`src/rtl/tone_ser_pkg.sv`:
```
package tone_ser_pkg;

  typedef enum logic [2:0] {
    CLS_NONE,
    CLS_WR8,
    CLS_WR16,
    CLS_RD8,
    CLS_BAD
  } cmdClass_t;

  typedef enum logic [2:0] {
    ST_IDLE,
    ST_PRE,
    ST_PH0,
    ST_PH1,
    ST_GAP,
    ST_TAIL,
    ST_DONE
  } serState_t;

  // strobes from control to datapath
  typedef struct packed {
    logic accept;    // latch channel, params and command byte
    logic loadByte;  // load next parameter byte into the shifter
    logic byteSel;   // 0: parameter 1, 1: parameter 2
    logic shiftTx;   // advance transmit shifter
    logic shiftRx;   // shift sdi into receive shifter
    logic commit;    // store received byte for latched channel
  } dpStrobe_t;

  localparam logic [3:0] ADDR_CTL  = 4'h0;
  localparam logic [3:0] ADDR_P1   = 4'h1;
  localparam logic [3:0] ADDR_P2   = 4'h2;
  localparam logic [3:0] ADDR_CMD  = 4'h3;
  localparam logic [3:0] ADDR_STAT = 4'hC;
  localparam int FREEZE_BIT = 2;

  function automatic cmdClass_t classify(input logic [7:0] code);
    cmdClass_t c;
    if (code == 8'h01) begin
      c = CLS_NONE;
    end else if (code[7:4] == 4'h8) begin
      case (code[3:2])
        2'b00, 2'b01: c = CLS_WR8;
        2'b10:        c = CLS_WR16;
        default:      c = CLS_RD8;
      endcase
    end else begin
      c = CLS_BAD;
    end
    return c;
  endfunction

  function automatic logic [1:0] paramCount(input cmdClass_t c);
    logic [1:0] n;
    case (c)
      CLS_WR8, CLS_RD8: n = 2'd1;
      CLS_WR16:         n = 2'd2;
      default:          n = 2'd0;
    endcase
    return n;
  endfunction

endpackage

```
`src/rtl/tone_ser_ctrl.sv`:
```
module tone_ser_ctrl
  import tone_ser_pkg::*;
#(
  parameter int HALF_CYC = 200
) (
  input  logic       clk,
  input  logic       rstN,
  input  logic       startReq,
  input  logic [7:0] startCode,
  input  logic       chanOk,
  output logic       busy,
  output logic       sclk,
  output logic       csActive,
  output logic       txDrive,
  output dpStrobe_t  stb
);

  localparam int DIV_W = $clog2(HALF_CYC + 1);
  localparam logic [DIV_W-1:0] DIV_LAST = DIV_W'(HALF_CYC - 1);

  serState_t       state;
  cmdClass_t       cls;
  cmdClass_t       startCls;
  logic [DIV_W-1:0] divCnt;
  logic            tickEnd;
  logic            subCnt;
  logic [2:0]      bitIdx;
  logic [1:0]      byteIdx;
  logic            lastByte;
  logic            reading;

  assign startCls = classify(startCode);
  assign tickEnd  = (divCnt == DIV_LAST);
  assign lastByte = (byteIdx == paramCount(cls));
  assign reading  = (cls == CLS_RD8) && (byteIdx == 2'd1);

  assign busy     = (state != ST_IDLE);
  assign csActive = (state == ST_PH0) || (state == ST_PH1) ||
                    (state == ST_GAP) || (state == ST_TAIL);
  assign txDrive  = ((state == ST_PH0) || (state == ST_PH1)) && !reading;

  always_comb begin
    case (state)
      ST_PH0:  sclk = !reading;
      ST_PH1:  sclk = reading;
      default: sclk = 1'b1;
    endcase
  end

  always_comb begin
    stb = '0;
    stb.accept = (state == ST_IDLE) && startReq && (startCls != CLS_BAD) && chanOk;
    if ((state == ST_PH1) && tickEnd) begin
      stb.shiftRx = reading;
      stb.shiftTx = !reading;
      if ((bitIdx == 3'd7) && !lastByte) begin
        stb.loadByte = 1'b1;
        stb.byteSel  = byteIdx[0];
      end
    end
    if (state == ST_DONE) stb.commit = (cls == CLS_RD8);
  end

  always_ff @(posedge clk or negedge rstN) begin
    if (!rstN) begin
      state   <= ST_IDLE;
      cls     <= CLS_NONE;
      divCnt  <= '0;
      subCnt  <= 1'b0;
      bitIdx  <= '0;
      byteIdx <= '0;
    end else begin
      if ((state == ST_IDLE) || tickEnd) divCnt <= '0;
      else                               divCnt <= divCnt + 1'b1;
      case (state)
        ST_IDLE: begin
          if (stb.accept) begin
            state   <= ST_PRE;
            cls     <= startCls;
            subCnt  <= 1'b0;
            bitIdx  <= '0;
            byteIdx <= '0;
          end
        end
        ST_PRE: begin
          if (tickEnd) begin
            if (subCnt) begin
              state  <= ST_PH0;
              subCnt <= 1'b0;
            end else begin
              subCnt <= 1'b1;
            end
          end
        end
        ST_PH0: if (tickEnd) state <= ST_PH1;
        ST_PH1: begin
          if (tickEnd) begin
            if (bitIdx == 3'd7) begin
              bitIdx <= '0;
              if (lastByte) begin
                state  <= ST_TAIL;
                subCnt <= 1'b0;
              end else begin
                byteIdx <= byteIdx + 1'b1;
                state   <= ST_GAP;
              end
            end else begin
              bitIdx <= bitIdx + 1'b1;
              state  <= ST_PH0;
            end
          end
        end
        ST_GAP: if (tickEnd) state <= ST_PH0;
        ST_TAIL: begin
          if (tickEnd) begin
            if (subCnt) state <= ST_DONE;
            else        subCnt <= 1'b1;
          end
        end
        ST_DONE: state <= ST_IDLE;
        default: state <= ST_IDLE;
      endcase
    end
  end

endmodule

```
`src/rtl/tone_ser_dp.sv`:
```
module tone_ser_dp
  import tone_ser_pkg::*;
#(
  parameter int NUM_CH = 4
) (
  input  logic              clk,
  input  logic              rstN,
  input  logic [3:0]        hostAddr,
  input  logic              hostWr,
  input  logic [7:0]        hostWrData,
  output logic [7:0]        hostRdData,
  input  dpStrobe_t         stb,
  input  logic              csActive,
  input  logic              txDrive,
  input  logic              busy,
  input  logic              sdi,
  output logic              sdo,
  output logic [NUM_CH-1:0] csN,
  output logic              chanOk
);

  localparam int CH_W = (NUM_CH > 1) ? $clog2(NUM_CH) : 1;
  localparam logic [6:0] CH_LIMIT   = 7'(NUM_CH);
  localparam logic [3:0] VIEW_LIMIT = 4'(NUM_CH);

  logic [7:0]      regCtl, regP1, regP2, regCmd;
  logic [7:0]      p1Lat, p2Lat;
  logic [7:0]      txShift, rxShift;
  logic [CH_W-1:0] chanLat;
  logic [6:0]      chanFull;
  logic            freeze;
  logic [7:0]      statusLive [NUM_CH];
  logic [7:0]      statusView [NUM_CH];

  assign chanFull = {regCtl[7:3], regCtl[1:0]};
  assign chanOk   = (chanFull < CH_LIMIT);
  assign freeze   = regCtl[FREEZE_BIT];
  assign sdo      = txDrive ? txShift[7] : 1'b1;

  // host configuration registers
  always_ff @(posedge clk or negedge rstN) begin
    if (!rstN) begin
      regCtl <= '0;
      regP1  <= '0;
      regP2  <= '0;
      regCmd <= '0;
    end else begin
      if (hostWr) begin
        case (hostAddr)
          ADDR_CTL: regCtl <= hostWrData;
          ADDR_P1:  regP1  <= hostWrData;
          ADDR_P2:  regP2  <= hostWrData;
          default: ;
        endcase
      end
      if (stb.accept) regCmd <= hostWrData;
    end
  end

  // transaction latches and shifters
  always_ff @(posedge clk or negedge rstN) begin
    if (!rstN) begin
      chanLat <= '0;
      p1Lat   <= '0;
      p2Lat   <= '0;
      txShift <= 8'hFF;
      rxShift <= '0;
    end else begin
      if (stb.accept) begin
        chanLat <= chanFull[CH_W-1:0];
        p1Lat   <= regP1;
        p2Lat   <= regP2;
        txShift <= hostWrData;
      end else if (stb.loadByte) begin
        txShift <= stb.byteSel ? p2Lat : p1Lat;
      end else if (stb.shiftTx) begin
        txShift <= {txShift[6:0], 1'b1};
      end
      if (stb.shiftRx) rxShift <= {rxShift[6:0], sdi};
    end
  end

  // per-channel status store and freeze snapshot
  generate
    for (genvar g = 0; g < NUM_CH; g++) begin : g_chan
      always_ff @(posedge clk or negedge rstN) begin
        if (!rstN) begin
          statusLive[g] <= '0;
          statusView[g] <= '0;
        end else begin
          if (stb.commit && (chanLat == CH_W'(g))) statusLive[g] <= rxShift;
          if (!freeze) statusView[g] <= statusLive[g];
        end
      end
      assign csN[g] = !(csActive && (chanLat == CH_W'(g)));
    end
  endgenerate

  always_comb begin
    hostRdData = '0;
    if (hostAddr == ADDR_STAT) begin
      hostRdData = {7'b0, busy};
    end else if (freeze && (hostAddr < VIEW_LIMIT)) begin
      hostRdData = statusView[hostAddr[CH_W-1:0]];
    end else begin
      case (hostAddr)
        ADDR_CTL: hostRdData = regCtl;
        ADDR_P1:  hostRdData = regP1;
        ADDR_P2:  hostRdData = regP2;
        ADDR_CMD: hostRdData = regCmd;
        default:  hostRdData = '0;
      endcase
    end
  end

endmodule

```
`src/rtl/tone_ser_master.sv`:
```
module tone_ser_master
  import tone_ser_pkg::*;
#(
  parameter int NUM_CH   = 4,
  parameter int HALF_CYC = 200
) (
  input  logic              clk,
  input  logic              rstN,
  input  logic [3:0]        hostAddr,
  input  logic              hostWr,
  input  logic [7:0]        hostWrData,
  output logic [7:0]        hostRdData,
  output logic              sclk,
  output logic              sdo,
  input  logic              sdi,
  output logic [NUM_CH-1:0] csN
);

  dpStrobe_t stb;
  logic      busy, csActive, txDrive, chanOk, startReq;

  assign startReq = hostWr && (hostAddr == ADDR_CMD);

  tone_ser_ctrl #(.HALF_CYC(HALF_CYC)) u_ctrl (
    .clk       (clk),
    .rstN      (rstN),
    .startReq  (startReq),
    .startCode (hostWrData),
    .chanOk    (chanOk),
    .busy      (busy),
    .sclk      (sclk),
    .csActive  (csActive),
    .txDrive   (txDrive),
    .stb       (stb)
  );

  tone_ser_dp #(.NUM_CH(NUM_CH)) u_dp (
    .clk        (clk),
    .rstN       (rstN),
    .hostAddr   (hostAddr),
    .hostWr     (hostWr),
    .hostWrData (hostWrData),
    .hostRdData (hostRdData),
    .stb        (stb),
    .csActive   (csActive),
    .txDrive    (txDrive),
    .busy       (busy),
    .sdi        (sdi),
    .sdo        (sdo),
    .csN        (csN),
    .chanOk     (chanOk)
  );

endmodule

```
`config.mk`:
```
export PLATFORM = sky130hd
export DESIGN_NAME = tone_ser_master
export DESIGN_NICKNAME = d
export VERILOG_FILES = /design/src/rtl/tone_ser_pkg.sv /design/src/rtl/tone_ser_ctrl.sv /design/src/rtl/tone_ser_dp.sv /design/src/rtl/tone_ser_master.sv
export SDC_FILE = /design/constraint.sdc
export NUM_CORES = 1
export LEC_CHECK = 0
export BUFFER_PORTS_ARGS = -buffer_cell sky130_fd_sc_hd__buf_2
export CAP_MARGIN = 15
export CORE_ASPECT_RATIO = 0.6
export CORE_UTILIZATION = 61
export DETAILED_ROUTE_END_ITERATION = 10
export GPL_ROUTABILITY_DRIVEN = 0
export GPL_TIMING_DRIVEN = 0
export HOLD_SLACK_MARGIN = 0.05
export PLACE_DENSITY = 0.88
export SYNTH_ARGS = -nofsm -noshare
export SYNTH_HDL_FRONTEND = slang
export SYNTH_SLANG_ARGS = --single-unit
export TNS_END_PERCENT = 100
```
`constraint.sdc`:
```
create_clock -name clk -period 3.05 [get_ports clk]
set_clock_uncertainty 0.05 [all_clocks]
set_input_delay 0.61 -clock clk [delete_from_list [all_inputs] [get_ports clk]]
set_output_delay 0.61 -clock clk [all_outputs]
set_load 0.02 [all_outputs]
```
==> Yosys cells after proc, flatten, opt, wreduce, memory -nomap -nowiden <==
Index checks and enable logic that the tools add are counted.
Widths: inputs -> output; s select.
{ "classes": {"n_addsub": 3, "n_lt_le_gt_ge": 3, "eq_ne": 36, "n_mux": 48, "bitwise": 1, "n_reduce_logical": 45} }
{ "ops": {"columns": ["operator", "count"], "rows": [
  ["$mux 8", 9],
  ["$mux 3", 14],
  ["$pmux 8 s4", 1],
  ["$pmux 3 s6", 1],
  ["$logic_and 1x1->1", 17],
  ["$bmux 8 s2", 1],
  ["$ne 2x1->1 const B", 8],
  ["$eq 3x2->1 const B", 4],
  ["$eq 3x3->1 const B", 4],
  ["$pmux 2 s2", 3],
  ["$mux 1", 10],
  ["$mux 2", 5],
  ["$add 8x1->8 const B", 1],
  ["$eq 4x2->1 const B", 2],
  ["$eq 4x4->1 const B", 2],
  ["$eq 8x1->1 const B", 1],
  ["$eq 8x8->1 const B", 1],
  ["$reduce_and 2->1", 4],
  ["$reduce_and 8->1", 1],
  ["$lt 7x3->1 const B", 1],
  ["$reduce_and 7->1", 1],
  ["$eq 2x1->1 const B", 3],
  ["$eq 2x2->1 const B", 3],
  ["$eq 3x1->1 const B", 2],
  ["24 further kinds", 37]
]} }
{ "word_totals": {"ff_bits": 150, "input_bits": 16, "word_cells": 159} }

==> Depth between registers and ports, before layout <==
Gate-level depths: netlist of run 1.
{ "depth": {"depth_word": 11, "mapped_depth": 9} }

==> Hierarchy <==
From an unflattened synthesis of run 1, not the netlist that was laid out.
{ "hier_totals": {"cells_unflattened": 521, "area_unflattened_um2": 6889.1} }
{ "modules_own_cells": {"columns": ["module", "instances", "cells_per_inst", "area_each_um2", "seq_area_each_um2"], "rows": [
  ["tone_ser_dp", 1, 385, 5639.2, 3263.1],
  ["tone_ser_ctrl", 1, 134, 1234.9, 500.5],
  ["tone_ser_master", 1, 2, 15.0, 0.0]
]} }

==> Worst setup path before layout of run 1 <==
Ideal clock, no wire load.
{ "synth_timing": {"path_type": "input -> output", "from": "in hostAddr[1]", "to": "out hostRdData[3]", "arrival_time_ns": 1.871, "slack_ns": 0.519, "cell_stages": 5, "n_path_buf": 2, "cell_sequence": "buf_1 -> buf_1 -> mux4_2 -> mux2i_1 -> nor2_1"} }
{ "synth_via": {"elab_chain_cells": 6, "elab_cells_between_ends": 14, "classes_between": "order compare (1); eq/ne (4); mux (6); bitwise (1); reduce/logical (2)"} }
{ "synth_rtl": {"columns": ["element", "line", "source"], "rows": [
  ["start: declaration", "tone_ser_master.sv:9", "input logic [3:0] hostAddr,"],
  ["$not 2->3 (not written as such)", "tone_ser_dp.sv:104", "hostRdData = statusView[hostAddr[CH_W-1:0]];"],
  ["$bmux 8 s2", "tone_ser_dp.sv:104", null],
  ["$mux 8 (not written as such) (2 in a row)", "tone_ser_dp.sv:104", null],
  ["$mux 8", "tone_ser_dp.sv:103", "end else if (freeze && (hostAddr < VIEW_LIMIT)) begin"],
  ["$mux 8 (*)", "tone_ser_dp.sv:101", "if (hostAddr == ADDR_STAT) begin"],
  ["end: declaration", "tone_ser_master.sv:12", "output logic [7:0] hostRdData,"]
]} }
Mark *: on every way between the ends. The rest lies on a longest branch, timed or not. The select of a mux whose other input is x is not followed.

==> Worst setup path in the final report of run 1 <==
{ "layout_timing": {"from": "in hostAddr[0]", "to": "out hostRdData[0]"} }
Same word-level chain as after synthesis.

==> results of run 1 <==
## metal layers
metal | track usage (%) | vias to the layer above | part of all wire [%]
met5 | 0 | - | 0
met4 | 8.172 | 0 | 1.4
met3 | 8.090 | 29 | 10
met2 | 44.21 | 195 | 45
met1 | 42.29 | 2369 | 44
li1 | - | 1990 | -
## cells in the mapped netlist, drive strengths merged, types with 3 or more instances
cell     instances  area, µm²
a21oi           11      55.05
and2             5      31.28
and3             3      20.02
buf             11      67.57
clkbuf          13      48.80
dfrtp          142       3553
dfstp            8      210.2
ha               4      50.05
inv              3      11.26
mux2           105       1182
mux2i           16      160.2
mux4            15      337.8
nand2           85      319.1
nand2b           4      25.02
nand3           12      65.06
nand3b           6      45.04
nor2            30      112.6
nor2b            3      18.77
nor3             7      45.04
nor3b            4      40.03
nor4b            3      32.53
o211ai           6      65.06
o21ai            7      42.54
o2bb2ai          4      35.03
xnor2            4      35.03
xor2             3      26.28
## power breakdown
part	leakage, nW	switching, mW	internal (mW)	total, mW
Sequential	2.00	0.0765	2.08	2.16
Clock	0.259	0.862	1.15	2.01
Combinational	1.42	0.221	0.188	0.409
## critical path, delay by kind of cell
kind / cells / cell delay [ns]
mux: 2 / 0.88
buf+inv: 3 / 0.66
compound gates: 1 / 0.14
## what timing repair did
item                                    CTS  global route
hold endpoints to repair                  0             0
endpoints found under the setup margin    6             8
pin swaps                                 0             0
gates resized for setup                   1             4
## sequential cells by signal, indices dropped and copies added, names as in the netlist
register,flops
u_dp.regCmd,8
u_dp.txShift,8
u_dp.statusLive,32
u_dp.p2Lat,8
u_ctrl.bitIdx,3
u_ctrl.state,3
u_dp.rxShift,8
u_ctrl.byteIdx,2
u_ctrl.subCnt,1
u_dp.statusView,32
u_dp.regP1,8
u_ctrl.divCnt,8
u_ctrl.cls,3
u_dp.regP2,8
u_dp.p1Lat,8
u_dp.regCtl,8
u_dp.chanLat,2
## area by class of cell
| type | instances | area (µm²) |
|---|---|---|
| plain buffers | 23 | 116.4 |
| multi-input cells | 356 | 2934 |
| clock buffers | 19 | 442.9 |
| flip-flops and latches | 150 | 3764 |
| fillers | 679 | 2954 |
| clock inverters | 13 | 123.9 |
| inverters | 3 | 11.26 |
| repair buffers | 31 | 183.9 |
| well taps | 139 | 173.9 |
## final timing paths
check                                 from           endpoint  slack (ns)  cells after the start
min                                   rstN   u_ctrl.divCnt[6]        0.05                      1
max in group asynchronous             rstN      u_dp.regP2[0]        2.05                      2
min reg2reg                  u_dp.p2Lat[5]      u_dp.p2Lat[5]        0.42                      2
max reg2reg                u_ctrl.state[1]  u_ctrl.byteIdx[1]        0.31                      8
min in group clk                       sdi    u_dp.rxShift[0]        0.37                      2
max                            hostAddr[0]      hostRdData[0]        0.08                      6
## cell families (layout without fill, tap and decap cells)
| family | Yosys count | count (layout) | share of synthesized area, % |
|---|---|---|---|
| mux | 136 | 136 | 24.64 |
| buf+inv | 27 | 89 | 1.871 |
| flops | 150 | 150 | 55.18 |
| compound gates | 34 | 34 | 3.742 |
| simple gates | 175 | 175 | 12.93 |
| fa+ha+maj | 4 | 4 | 0.7338 |
| xor+xnor | 7 | 7 | 0.8989 |
## stage by stage
step | total power [mW] | setup slack, ns | cell area, µm² | TNS [ns]
5_1_grt | 4.725 | 0.01606 | 7750 | 0
2_1_floorplan | 2.429 | 0.5188 | 6820 | 0
3_5_place_dp | 2.589 | -0.3209 | 7173 | -1.569
6_report | 4.578 | 0.07868 | 7750 | 0
3_3_place_gp | 2.563 | -0.6507 | 7139 | -91.96
4_1_cts | 4.586 | 0.01951 | 7737 | 0
==> results by group, run 1 <==
Cells and area
  – Ant. Diodes: 0
  – Share of cells above drive strength 1: 36.64%
  – Commonest non-fill, non-tap cell in the layout: dfrtp_1
  – Syn-to-layout area delta: 13.63%
  – Most frequent cells in the layout: 142 x dfrtp_1, 105 x mux2_2, 85 x nand2_1
  – Utilization after layout: 72.40%
  – Nets: 602
  – Fin cells: 734

Die
  – I/O pin count: 30
  – Die height: 83.91 µm
  – Core ar.: 10700 µm²
  – Die Wd: 138.5 µm
  – Initial Util: 63.72%
  – Die ar.: 11620 µm²
  – FP Rows: 29

Clocking
  – CTS Hold Buffers Added: 0
  – CTS HTree Levels: 4
  – Post-CTS setup buffer count: 0
  – CTS tree: yes
  – CTS Root Cell: clkbuf_16
  – # clock sinks: 150
  – TritonCTS buffer count: 17
  – Reg clk slew, reported paths: 0.06 ns
  – Worst-skew pair later-pin latency: 0.43 ns
  – Max Root-Sink Buffers: 2

Critical path
  – Biggest cell delay along the critical path: 0.59 ns
  – Most used cell, CP: buf_2
  – Worst Path Required: 2.39 ns
  – Cell Chain, Critical Path: buf_2 -> buf_2 -> mux4_2 -> mux2i_1 -> o22ai_1 -> buf_2
  – Element type at the critical path end: output pin
  – Crit Path Max Fanout: 10
  – CP startpoint kind: input pin
  – WP data arrival: 2.31 ns
  – Crit path kind: input pin to output pin
  – Slowest-stage cell, CP: mux4_2

Timing
  – Final Hold Fails: 0
  – RSZ-0062 raised after global routing: no
  – F_max: 0.3366 GHz
  – Hold_ws: 0.05240 ns
  – # setup viols final: 0
  – Worst-Margin Slew: 1.168 ns
  – Min cycle time layout: 2.971 ns
  – Max-slew violation count: 0
  – Final period util: 97.42%
  – Relative slew slack: 21.90%

Logic synthesis
  – Post-synth EDFFs: 0
  – Synthesized instance count: 533
  – Synth unique cells: 52
  – Register bit total from synthesis: 150
  – Ys Warns: 0
  – Syn nets: 553
  – Syn avg cell area: 12.80 µm²
  – Mapped Area: 6820 µm²
  – Post-synthesis sequential area ratio: 55.18%
  – Top_reg_cell synth: dfrtp_1
  – Asr flop ratio synth: 100.0%

Routing
  – Total number of vias: 4583
  – Via-to-Cell Ratio: 6.244
  – Drt wl/cell: 21.22 µm
  – Initial detailed-routing violation count: 391
  – Post-Route WL: 15.58 mm
  – Drt drc: 4
  – Drt first pass iters: 8
  – Antenna viol nets, final: 0

Pwr
  – Leak: 3.672 nW
  – Power Dens Cells: 590.8 nW/µm²
  – VDD IR max: 436.0 µV

Run status
  – Failing checks: design-rule violations
  – Status: complete, but fails checks

Global route
  – Initial antenna violation count: 0
  – Grt ovf: 0
  – Vias in the first global route: 4717
  – Largest net degree at the start of global routing: 105
  – First-pass GRT wire length: 25.38 mm
  – GRT Overall Usage: 29.42%

Placement
  – Cells after DPL: 702
  – # port buffers: 29
  – Post-DP HPWL: 10.55 mm

Run
  – Max-Cap Viols: 0

Min path
  – Hold crit path type: input pin to async pin
(Power assumes the default switching activity.)
==> inputs of run 2 (changes only) <==
--- a/config.mk
+++ b/config.mk
@@ -7,8 +7,9 @@
 export LEC_CHECK = 0
 export BUFFER_PORTS_ARGS = -buffer_cell sky130_fd_sc_hd__buf_2
 export CAP_MARGIN = 15
-export CORE_ASPECT_RATIO = 0.6
+export CORE_ASPECT_RATIO = 1.2
 export CORE_UTILIZATION = 61
+export CTS_BUF_LIST = sky130_fd_sc_hd__clkbuf_8 sky130_fd_sc_hd__clkbuf_16
 export DETAILED_ROUTE_END_ITERATION = 10
 export GPL_ROUTABILITY_DRIVEN = 0
 export GPL_TIMING_DRIVEN = 0
==> results by group, run 2 (synthesis results as in run 1) <==
Run
  – Max-Cap Viols: 0

Cells and area
  – Fill cell count: 671
  – Commonest non-fill, non-tap cell in the layout: dfrtp_1
  – Syn-to-layout area delta: 13.34%
  – Share of cells above drive strength 1: 36.03%
  – Most frequent cells in the layout: 142 x dfrtp_1, 105 x mux2_2, 85 x nand2_1
  – Largest registers: u_dp.statusLive: 32 flops, u_dp.statusView: 32 flops
  – Utilization after layout: 72.10%
  – Nets: 601

Pwr
  – Leak: 3.679 nW
  – Power Dens Cells: 590.5 nW/µm²
  – Final Total Pwr: 4.564 mW
  – VDD IR max: 407.7 µV

Critical path
  – Flop2flop setup slack: 0.18 ns
  – CP startpoint kind: input pin
  – Crit Path Max Fanout: 13
  – Crit path kind: input pin to output pin
  – WP data arrival: 2.32 ns
  – Worst Path Required: 2.39 ns
  – Element type at the critical path end: output pin

Routing
  – Drt drc: 0
  – Total number of vias: 4412
  – Drt wl/cell: 19.79 µm
  – Initial detailed-routing violation count: 291
  – Antenna viol nets, final: 0
  – Drt first pass iters: 7
  – Via-to-Cell Ratio: 6.094
  – Post-Route WL: 14.33 mm

Die
  – Die height: 117.8 µm
  – Initial Util: 63.61%
  – FP Rows: 41
  – I/O pin count: 30
  – Die ar.: 11610 µm²
  – Core ar.: 10720 µm²
  – Die Wd: 98.53 µm

Timing
  – Worst-Margin Slew: 1.124 ns
  – Final Hold Fails: 0
  – RSZ-0062 raised after global routing: no
  – F_max: 0.3351 GHz
  – Final period util: 97.83%
  – Hold_ws: 0.1032 ns
  – # setup viols final: 0
  – Max-slew violation count: 0
  – Relative slew slack: 24.35%
  – Min cycle time layout: 2.984 ns

Clocking
  – CTS Root Cell: clkbuf_16
  – CTS Hold Buffers Added: 0
  – CTS tree: yes
  – TritonCTS buffer count: 17
  – # clock sinks: 150
  – Max Root-Sink Buffers: 2
  – Worst-skew pair later-pin latency: 0.43 ns
  – CTS HTree Levels: 4
  – Reg clk slew, reported paths: 0.06 ns
  – Post-CTS setup buffer count: 0

Run status
  – Status: finished clean

Global route
  – Largest net degree at the start of global routing: 88
  – GRT Overall Usage: 27.31%
  – Vias in the first global route: 4758
  – Grt ovf: 0
  – Initial antenna violation count: 0
  – First-pass GRT wire length: 24.00 mm

Placement
  – Post-DP HPWL: 9.877 mm
  – # port buffers: 29

Min path
  – Hold crit path type: input pin to async pin
[run 2: worst paths after layout]
check	startpoint	endpoint	cells after the start
max in group asynchronous	rstN	u_dp.txShift[5]	2
min in group clk	sdi	u_dp.rxShift[0]	2
min reg2reg	u_dp.p1Lat[6]	u_dp.p1Lat[6]	2
max	hostAddr[1]	hostRdData[3]	6
min	rstN	u_dp.p2Lat[2]	1
max reg2reg	u_ctrl.state[1]	u_dp.txShift[2]	6
[run 2: layout make-up]
| type | instances | area [µm²] | share of cell area [%] |
|---|---|---|---|
| Tap cell | 129 | 161.4 | 2.088 |
| Timing Repair Buffer | 30 | 178.9 | 2.315 |
| Sequential cell | 150 | 3764 | 48.69 |
| Inverter | 3 | 11.26 | 0.1457 |
| Clock inverter | 15 | 143.9 | 1.861 |
| Antenna cell | 1 | 2.502 | 0.03237 |
| Multi-Input combinational cell | 356 | 2929 | 37.89 |
| Buffer | 23 | 113.9 | 1.473 |
| Clock buffer | 17 | 425.4 | 5.503 |
[run 2: power by group]
| part | leakage [nW] | switching [mW] | internal [mW] |
|---|---|---|---|
| clock | 0.279 | 0.871 | 1.14 |
| combinational | 1.40 | 0.207 | 0.187 |
| sequential | 2.00 | 0.0790 | 2.08 |
| total | 3.68 | 1.16 | 3.41 |
[run 2: repair_timing]
item	in CTS	in global routing
hold endpoints to repair	0	0
endpoints found under the setup margin	6	2
gates resized for setup	0	2
[run 2: worst max-delay path: stages]
cell     delay (ns)
buf_2          0.32
buf_1          0.54
mux4_2         0.42
mux2i_1        0.19
nor2_1         0.06
buf_2          0.17
[run 2: routing by layer]
layer  track usage [%]  wire length [µm]
met1             33.89              5895
met2             45.64              7457
met3             6.710               609
met4             11.75               366
met5                 0                 0
[run 2: through the flow]
| step | instances | setup TNS [ns] | cell area [µm²] | setup slack (ns) |
|---|---|---|---|---|
| CTS | 723 | 0 | 7726 | 0.08130 |
| global placement | 691 | -89.54 | 7127 | -0.6300 |
| detailed placement | 692 | -1.426 | 7161 | -0.2953 |
| floorplan | 533 | 0 | 6820 | 0.5188 |
| global route | 723 | 0 | 7727 | 0.0001761 |
| finish | 724 | 0 | 7730 | 0.06617 |
